**src/rtl/tgk_pkg.sv**
```systemverilog
package tgk_pkg;

    localparam int TRIT_W     = 2;
    localparam int NUM_GATES  = 20;
    localparam int GATE_IDX_W = $clog2(NUM_GATES);
    localparam int OUT_GATE   = NUM_GATES - 1;

    typedef logic [TRIT_W-1:0] trit_t;

    localparam trit_t T0 = 2'd0;
    localparam trit_t T1 = 2'd1;
    localparam trit_t T2 = 2'd2;

    typedef struct packed {
        trit_t left;
        trit_t right;
    } trit_pair_t;

    typedef enum logic [1:0] {
        LK_EXT    = 2'd0,
        LK_DIRECT = 2'd1,
        LK_DELAY  = 2'd2
    } link_kind_e;

    typedef struct packed {
        link_kind_e              kind;
        logic [GATE_IDX_W-1:0]   gate;
        logic                    side;   // 0 = left output, 1 = right output
    } link_t;

    // Fold the unused code onto trit 0.
    function automatic trit_t trit_clean(trit_t v);
        return (v == 2'b11) ? T0 : v;
    endfunction

    function automatic trit_pair_t gate_eval(trit_t l, trit_t r);
        trit_pair_t res;
        case ({trit_clean(l), trit_clean(r)})
            {T0, T0}: res = '{left: T0, right: T2};
            {T0, T1}: res = '{left: T2, right: T2};
            {T0, T2}: res = '{left: T1, right: T2};
            {T1, T0}: res = '{left: T1, right: T2};
            {T1, T1}: res = '{left: T0, right: T0};
            {T1, T2}: res = '{left: T2, right: T1};
            {T2, T0}: res = '{left: T2, right: T2};
            {T2, T1}: res = '{left: T1, right: T1};
            default:  res = '{left: T0, right: T0};
        endcase
        return res;
    endfunction

    function automatic link_t mk_link(link_kind_e k, int unsigned g, bit s);
        link_t x;
        x.kind = k;
        x.gate = GATE_IDX_W'(g);
        x.side = s;
        return x;
    endfunction

    // Source of input port `s` (0 = left, 1 = right) of gate `g`.
    function automatic link_t lnk_src(int unsigned g, bit s);
        link_t x;
        x = mk_link(LK_EXT, 0, 1'b0);
        case (g)
            0:  x = s ? mk_link(LK_DELAY, 13, 1'b1)  : mk_link(LK_DELAY, 12, 1'b1);
            1:  x = s ? mk_link(LK_DIRECT, 0, 1'b0)  : mk_link(LK_DELAY, 14, 1'b1);
            2:  x = s ? mk_link(LK_DELAY, 10, 1'b1)  : mk_link(LK_DELAY, 9, 1'b1);
            3:  x = s ? mk_link(LK_DELAY, 17, 1'b1)  : mk_link(LK_DIRECT, 2, 1'b0);
            4:  x = s ? mk_link(LK_DIRECT, 1, 1'b0)  : mk_link(LK_DELAY, 15, 1'b1);
            5:  x = s ? mk_link(LK_DELAY, 18, 1'b1)  : mk_link(LK_DIRECT, 3, 1'b0);
            6:  x = s ? mk_link(LK_DELAY, 11, 1'b1)  : mk_link(LK_DIRECT, 5, 1'b0);
            7:  x = s ? mk_link(LK_DELAY, 16, 1'b1)  : mk_link(LK_DELAY, 19, 1'b1);
            8:  x = s ? mk_link(LK_DIRECT, 7, 1'b1)  : mk_link(LK_DIRECT, 2, 1'b1);
            9:  x = s ? mk_link(LK_DIRECT, 3, 1'b1)  : mk_link(LK_DIRECT, 1, 1'b1);
            10: x = s ? mk_link(LK_DIRECT, 4, 1'b0)  : mk_link(LK_DIRECT, 8, 1'b1);
            11: x = s ? mk_link(LK_DIRECT, 7, 1'b0)  : mk_link(LK_DIRECT, 8, 1'b0);
            12: x = s ? mk_link(LK_DIRECT, 0, 1'b1)  : mk_link(LK_DIRECT, 6, 1'b1);
            13: x = s ? mk_link(LK_DIRECT, 4, 1'b1)  : mk_link(LK_DIRECT, 6, 1'b0);
            14: x = s ? mk_link(LK_DIRECT, 13, 1'b0) : mk_link(LK_DIRECT, 12, 1'b0);
            15: x = s ? mk_link(LK_DIRECT, 11, 1'b0) : mk_link(LK_DIRECT, 5, 1'b1);
            16: x = s ? mk_link(LK_DIRECT, 15, 1'b0) : mk_link(LK_DIRECT, 10, 1'b0);
            17: x = s ? mk_link(LK_DIRECT, 16, 1'b0) : mk_link(LK_DIRECT, 14, 1'b0);
            18: x = s ? mk_link(LK_DIRECT, 17, 1'b0) : mk_link(LK_DIRECT, 9, 1'b0);
            19: x = s ? mk_link(LK_DIRECT, 18, 1'b0) : mk_link(LK_EXT, 0, 1'b0);
            default: x = mk_link(LK_EXT, 0, 1'b0);
        endcase
        return x;
    endfunction

endpackage

```
**src/rtl/tgk_gate.sv**
```systemverilog
module tgk_gate
    import tgk_pkg::*;
(
    input  trit_t in_l,
    input  trit_t in_r,
    output trit_t out_l,
    output trit_t out_r
);

    trit_pair_t res;

    always_comb begin
        res   = gate_eval(in_l, in_r);
        out_l = res.left;
        out_r = res.right;
    end

endmodule

```
**src/rtl/tgk_delay.sv**
```systemverilog
module tgk_delay
    import tgk_pkg::*;
#(
    parameter int W = TRIT_W
) (
    input  logic         clk,
    input  logic         rst,
    input  logic         en,
    input  logic [W-1:0] d,
    output logic [W-1:0] q
);

    always_ff @(posedge clk) begin
        if (rst) begin
            q <= '0;
        end else if (en) begin
            q <= d;
        end
    end

    // an accepted cycle loads the source value
    a_r3_capture: assert property (@(posedge clk) disable iff (rst)
        en |=> (q == $past(d)));

    // no accepted cycle, no change
    a_r6_idle_hold: assert property (@(posedge clk) disable iff (rst)
        !en |=> $stable(q));

endmodule

```
**src/rtl/tgk_keygen.sv**
```systemverilog
module tgk_keygen
    import tgk_pkg::*;
(
    input  logic              clk,
    input  logic              rst,
    input  logic              in_valid,
    input  logic [TRIT_W-1:0] trit_in,
    output logic [TRIT_W-1:0] trit_out
);

    // Per-gate input and output trits, index 0 = left, 1 = right.
    trit_t gin  [NUM_GATES][2];
    trit_t gout [NUM_GATES][2];

    for (genvar g = 0; g < NUM_GATES; g++) begin : g_gate
        for (genvar s = 0; s < 2; s++) begin : g_side
            localparam link_t LK = lnk_src(g, (s == 1));
            if (LK.kind == LK_EXT) begin : g_ext
                assign gin[g][s] = trit_in;
            end else if (LK.kind == LK_DIRECT) begin : g_dir
                assign gin[g][s] = gout[LK.gate][LK.side];
            end else begin : g_dly
                tgk_delay #(.W(TRIT_W)) u_dly (
                    .clk (clk),
                    .rst (rst),
                    .en  (in_valid),
                    .d   (gout[LK.gate][LK.side]),
                    .q   (gin[g][s])
                );
            end
        end

        tgk_gate u_gate (
            .in_l  (gin[g][0]),
            .in_r  (gin[g][1]),
            .out_l (gout[g][0]),
            .out_r (gout[g][1])
        );

        // a gate never emits the unused code
        a_r8_gate_legal: assert property (@(posedge clk) disable iff (rst)
            (gout[g][0] != 2'b11) && (gout[g][1] != 2'b11));

        // equal non-zero inputs cancel to (0,0)
        a_r1_equal_cancel: assert property (@(posedge clk) disable iff (rst)
            ((gin[g][0] == gin[g][1]) && (gin[g][0] != T0) && (gin[g][0] != 2'b11))
            |-> ((gout[g][0] == T0) && (gout[g][1] == T0)));
    end

    // Output register of the last gate's left output.
    tgk_delay #(.W(TRIT_W)) u_out_reg (
        .clk (clk),
        .rst (rst),
        .en  (in_valid),
        .d   (gout[OUT_GATE][0]),
        .q   (trit_out)
    );

    // the key trit holds on idle cycles
    a_r6_out_hold: assert property (@(posedge clk) disable iff (rst)
        !in_valid |=> $stable(trit_out));

    // the key trit is always a legal code
    a_r8_out_legal: assert property (@(posedge clk) disable iff (rst)
        trit_out != 2'b11);

endmodule

```
**config.mk**
```make
export PLATFORM = sky130hd
export DESIGN_NAME = tgk_keygen
export DESIGN_NICKNAME = d
export VERILOG_FILES = /design/src/rtl/tgk_pkg.sv /design/src/rtl/tgk_gate.sv /design/src/rtl/tgk_delay.sv /design/src/rtl/tgk_keygen.sv
export SDC_FILE = /design/constraint.sdc
export NUM_CORES = 1
export LEC_CHECK = 0
export BUFFER_PORTS_ARGS = -buffer_cell sky130_fd_sc_hd__buf_2
export CAP_MARGIN = 25
export CORE_MARGIN = 2
export CORE_UTILIZATION = 44
export DETAILED_ROUTE_END_ITERATION = 10
export PLACE_DENSITY = 0.68
export SLEW_MARGIN = 20
export SYNTH_ARGS = -nofsm -noshare
export SYNTH_HDL_FRONTEND = slang
export SYNTH_SLANG_ARGS = --single-unit
```
**constraint.sdc**
```tcl
create_clock -name clk -period 12.6 [get_ports clk]
set_input_delay 1.26 -clock clk [delete_from_list [all_inputs] [get_ports clk]]
set_output_delay 1.26 -clock clk [all_outputs]
set_load 0.01 [all_outputs]
```
Word-level counts from Yosys, hierarchy flattened
Memories as Yosys holds them, arrays and structs flattened. A register that Yosys moved wholly into a read port is not among the register bits. Cells that the tools add are included.

Register bits after elaboration: 20. Memory bits (read-only): 1280. Bits of input ports: 5. Output and inout port bits: 2. Logic and storage cells: 110. Memories kept: 20.

Memories: (name not given) (depth 16, bits a word 4, rd ports 1, clocked after Yosys merged registers in 0, write ports 0, RTL line tgk_pkg.sv:38) `case ({trit_clean(l), trit_clean(r)})`; (name not given) (depth 16, bits a word 4, rd ports 1, clocked after Yosys merged registers in 0, write ports 0, RTL line tgk_pkg.sv:38); (name not given) (depth 16, bits a word 4, rd ports 1, clocked after Yosys merged registers in 0, write ports 0, RTL line tgk_pkg.sv:38); (name not given) (depth 16, bits a word 4, rd ports 1, clocked after Yosys merged registers in 0, write ports 0, RTL line tgk_pkg.sv:38); (name not given) (depth 16, bits a word 4, rd ports 1, clocked after Yosys merged registers in 0, write ports 0, RTL line tgk_pkg.sv:38); (name not given) (depth 16, bits a word 4, rd ports 1, clocked after Yosys merged registers in 0, write ports 0, RTL line tgk_pkg.sv:38); 14 more memories.

Equal/unequal tests: 40. Mux-type cells: 40.

Operator list (count): == test 2 bit (second input constant) (40); two-way mux 2 bit (40).

Longest topological paths before layout
An unclocked memory read counts as a cell.

Depth after elaboration: 26. Gate-level depth with buffers: 41. Depth with buffers taken out: 41.

Hierarchy
Synthesis repeated with hierarchy kept, for this count alone.

Cells, all modules: 450. Area, all modules: 4036.4 µm².

By module, submodules not included: tgk_gate (g_gate[11].u_gate ...) (instances 18, cells each 19, area each 160.2 µm²); tgk_delay (instances 12, cells each 6, area each 67.6 µm²); tgk_gate (g_gate[0].u_gate ...) (instances 2, cells each 18, area each 171.4 µm²).

Worst setup path before layout
No wires, ideal clock.

Path kind: register -> register. Start point: reg g_gate[0].g_side[1].g_dly.u_dly.q[0]. End point: reg u_out_reg.q[1]. Setup time: 0.065 ns. Arrival time: 6.253 ns. Setup slack: 6.282 ns. Cell stages (with the launch flop): 37. Buffers on the path: 0. Clock period less this slack: 6.318 ns. Cells stage by stage: dfxtp_1 > inv_1 > ha_1 > mux2_2 > o21ai_0 > inv_1 > ha_1 > nand2_1 > o21ai_0 > o21ai_0 > inv_1 > ha_1 > nand2_1 > nor2_1 > a31oi_1 > inv_1 > ha_1 > nand2b_1 > a21bo_2 > a21oi_1 > ha_1 > nor2_1 > mux2_2 > a221oi_1 > o221ai_2 > xor2_1 > o221a_1 > ha_1 > a221o_1 > inv_1 > ha_1 > inv_1 > o21ai_0 > nor2_1 > a211oi_1 > a21oi_1 > nor2_1.

Word-level cells in the longest chain between the ends: 23.

Ends and longest elaborated chain: start, declared (RTL line tgk_delay.sv:10) `output logic [W-1:0] q`; start signal, assigned (RTL line tgk_delay.sv:15) `q <= '0;`; start signal, assigned (RTL line tgk_delay.sv:17) `q <= d;`; == test 2 bit (RTL line tgk_pkg.sv:33) `return (v == 2'b11) ? T0 : v;`; two-way mux 2 bit * (RTL line tgk_pkg.sv:33); memory (16 x 4 bit) *; == test 2 bit (RTL line tgk_pkg.sv:33); two-way mux 2 bit (RTL line tgk_pkg.sv:33); memory (16 x 4 bit); == test 2 bit (RTL line tgk_pkg.sv:33); two-way mux 2 bit (RTL line tgk_pkg.sv:33); [... 7 more ...]; == test 2 bit (RTL line tgk_pkg.sv:33); two-way mux 2 bit (RTL line tgk_pkg.sv:33); memory (16 x 4 bit); == test 2 bit (RTL line tgk_pkg.sv:33); two-way mux 2 bit (RTL line tgk_pkg.sv:33); memory (16 x 4 bit) *; == test 2 bit (RTL line tgk_pkg.sv:33); two-way mux 2 bit * (RTL line tgk_pkg.sv:33); end, declared (RTL line tgk_delay.sv:10).

Every way passes the cells marked *; elsewhere a longest branch is shown, timed or not. A chain may end at the register's enable or synchronous reset.

Final worst setup path
Same ends and word-level chain as after synthesis.

==> impl_metrics.py <==
metrics = {
    "yosys": {
        "ys.flop_type": "dfxtp_1",
        "synth-edff-count": 0,
        "synth_top_area_cell": "ha_1",
        "synth_top_area_share_pct": 18.1,
        "synth_area_um2": 3860,
        "synth_warnings": 0,
        "ys_types": 74,
        "avgSynthCellArea_um2": 7.43,
        "ys_seq_area_share_pct": 12.4,
        "synthArstFlopShare_pct": 0,
        "syn_nets": 581,
        "synth_area_leaders": "ha_1 18%, dfxtp_1 12%, nor2_1 5.8%",
        "syn_inst": 520,
        "ys_ff_latch": 24,
    },
    "timing": {
        "finalMaxSlewViolations": 0,
        "rsz0062_at_grt": "no",
        "max_freq_mhz": 141,
        "worst_slew_pin_slew_ns": 0.640,
        "setup_violations": 0,
        "setup-tns-final_ns": 0,
        "hold_violations": 0,
        "min_period_over_period_pct": 56.2,
        "slew_headroom_pct": 56.9,
        "min_period_ns": 7.09,
        "hold_slack_ns": 0.508,
        "finClkSkew_ns": 0.00492,
    },
    "grt": {
        "grt_max_degree": 32,
        "grt_pass1_wl_um": 14300,
        "grt_overflow_total": 0,
        "grt_pass1_vias": 3126,
        "antenna_found_initial": 0,
        "track_usage_pct": 17.5,
    },
    "detailed_routing": {
        "wirelength_um": 8270,
        "wire_per_inst_um": 13.5,
        "num_vias": 3404,
        "drtPass1Iterations": 5,
        "viasPerCell": 5.55,
        "drc": 0,
        "ant_nets": 0,
        "drt_iter0_markers": 212,
    },
    "placement": {
        "place_area_um2": 3920,
        "place.gp.congestion": 0.839,
        "port_buffers": 6,
        "dp_hpwl_um": 6500,
    },
    "floorplan": {
        "core_um2": 8640,
        "ios": 7,
        "die_y_um": 97.7,
        "rows": 34,
        "start_util_pct": 44.8,
        "dieArea_um2": 9550,
        "die_w_um": 97.7,
    },
    "cells_and_area": {
        "drive_above_1_share_pct": 7.72,
        "nets": 567,
        "syn2layout_area_growth_pct": 3.21,
        "fillCellCount": 864,
        "final_area_um2": 3990,
        "antenna_cells": 0,
    },
    "clock_network": {
        "cts_tree": "yes",
        "cts_hold_buf": 0,
        "clock_path_buffers": 2,
        "cts_setup_buffers": 0,
        "htree_levels": 1,
        "cts_root_buffer": "clkbuf_8",
        "cts_resized": 0,
        "path_clk_slew_ns": 0.09,
        "insertion_delay_ns": 0.28,
        "clock_sinks": 24,
        "cts_buffers": 3,
    },
    "min_path": {
        "hold_class": "reg2reg",
    },
    "run_status": {
        "status": "completed",
    },
    "setup_path": {
        "required_ns": 12.82,
        "cp_max_fo": 6,
        "critPathMostFrequentCell": "ha_1",
        "crit_slowest_cell": "xor2_1",
        "end_kind": "register",
        "max_stage_delay_ns": 0.40,
        "arrival_ns": 7.30,
        "criticalPathCategory": "reg2reg",
        "start_kind": "register",
    },
    "flow_run": {
        "maxCapViolCount": 0,
    },
}
==> layout make-up <==
cell class | count | area, µm² | area share, %
clock inverters | 1 | 30.0 | 0.753
multi-input cells | 412 | 3050 | 76.5
repair buffers | 6 | 30.0 | 0.753
clock buffers | 3 | 41.3 | 1.04
flip-flops and latches | 24 | 480 | 12.0
inverters | 59 | 221 | 5.55
well taps | 108 | 135 | 3.39
==> final timing paths <==
| path | slack (ns) | depth (start not counted) | start | to |
|---|---|---|---|---|
| hold / removal | 0.51 | 2 | u_out_reg.q[1] | u_out_reg.q[1] |
| hold reg to reg | 0.51 | 2 | u_out_reg.q[1] | u_out_reg.q[1] |
| setup reg to reg | 5.51 | 35 | g_gate[0].g_side[1].g_dly.u_dly.q[0] | u_out_reg.q[1] |
| setup / recovery | 5.51 | 35 | g_gate[0].g_side[1].g_dly.u_dly.q[0] | u_out_reg.q[1] |
==> routing by layer <==
metal / routed length (µm) / GRT usage, %
met4: 79 / 4.59
met5: 0 / 0
met1: 4110 / 23.8
met2: 3870 / 30.0
met3: 206 / 1.37
==> cell usage after synthesis (2+ instances only) <==
| master | instances |
|---|---|
| dfxtp_1 | 24 |
| and3_1 | 2 |
| nor3_1 | 11 |
| or2_2 | 2 |
| xnor2_1 | 6 |
| a211oi_1 | 13 |
| o21ai_1 | 4 |
| and2b_1 | 5 |
| inv_1 | 58 |
| o221ai_1 | 3 |
| clkbuf_1 | 20 |
| or3_1 | 2 |
| o21ai_0 | 26 |
| buf_6 | 2 |
| a221o_1 | 6 |
| or2_1 | 2 |
| a21oi_1 | 22 |
| o21a_1 | 5 |
| mux2i_1 | 16 |
| a22oi_1 | 5 |
| ha_1 | 56 |
| a221oi_1 | 7 |
| a21boi_0 | 2 |
| o22ai_1 | 3 |
| o211ai_1 | 5 |
| nand2b_1 | 12 |
| xor2_1 | 4 |
| and2b_2 | 4 |
| o221ai_2 | 2 |
| nand3b_1 | 4 |
| mux2_2 | 7 |
| a22o_1 | 4 |
| nand3_1 | 7 |
| buf_1 | 2 |
| o32a_1 | 2 |
| nor2_1 | 60 |
| o221a_1 | 2 |
| a311oi_1 | 5 |
| nand2_1 | 35 |
| a31oi_1 | 9 |
| a21o_1 | 4 |
| a211o_1 | 2 |
| nor2b_1 | 10 |
| and2_1 | 8 |
==> kinds of logic after synthesis <==
family	share of synthesized area [%]
AO/OA/AOI/OAI	28.7
XOR/XNOR	3.11
adder cells (fa/ha/maj)	18.1
buffers and inverters	8.64
flip-flops	12.4
multiplexers	6.77
AND/OR/NAND/NOR	22.3
==> metrics by stage <==
step | setup slack [ns] | std cells | util, %
floorplan | 6.28 | 520 | -
global placement | 5.77 | 609 | 45.4
detailed placement | 5.59 | 609 | 45.4
CTS | 5.53 | 613 | 46.2
global route | 4.67 | 613 | 46.2
finish | 5.51 | 613 | 46.2
==> sequential cells by signal (all words and copies together) (netlist names) <==
| signal | flops |
|---|---|
| u_out_reg.q | 2 |
| g_gate.g_side.g_dly.u_dly.q | 22 |
==> worst max-delay path, delay by kind of cell, from the launching register on <==
kind / cells / cell delay [ns]
AO/OA/AOI/OAI: 13 / 2.89
XOR/XNOR: 1 / 0.40
adder cells (fa/ha/maj): 7 / 1.91
buffers and inverters: 5 / 0.41
flip-flops: 1 / 0.34
AND/OR/NAND/NOR: 7 / 0.53
multiplexers: 2 / 0.55
==> cells in the final DEF, fill, tap and decap left out, types with 7 or more instances in the layout <==
cell	n
nand2_1	35
a21oi_1	22
a221oi_1	7
inv_1	58
mux2i_1	16
nand2b_1	12
nor3_1	11
dfxtp_1	24
ha_1	56
a31oi_1	9
o21ai_0	26
nor2b_1	10
and2_1	8
nor2_1	60
mux2_2	7
nand3_1	7
a211oi_1	13
Power is left out: the tool's default activity adds up to more than one toggle a clock period on the data nets, which glitch-free logic cannot reach.
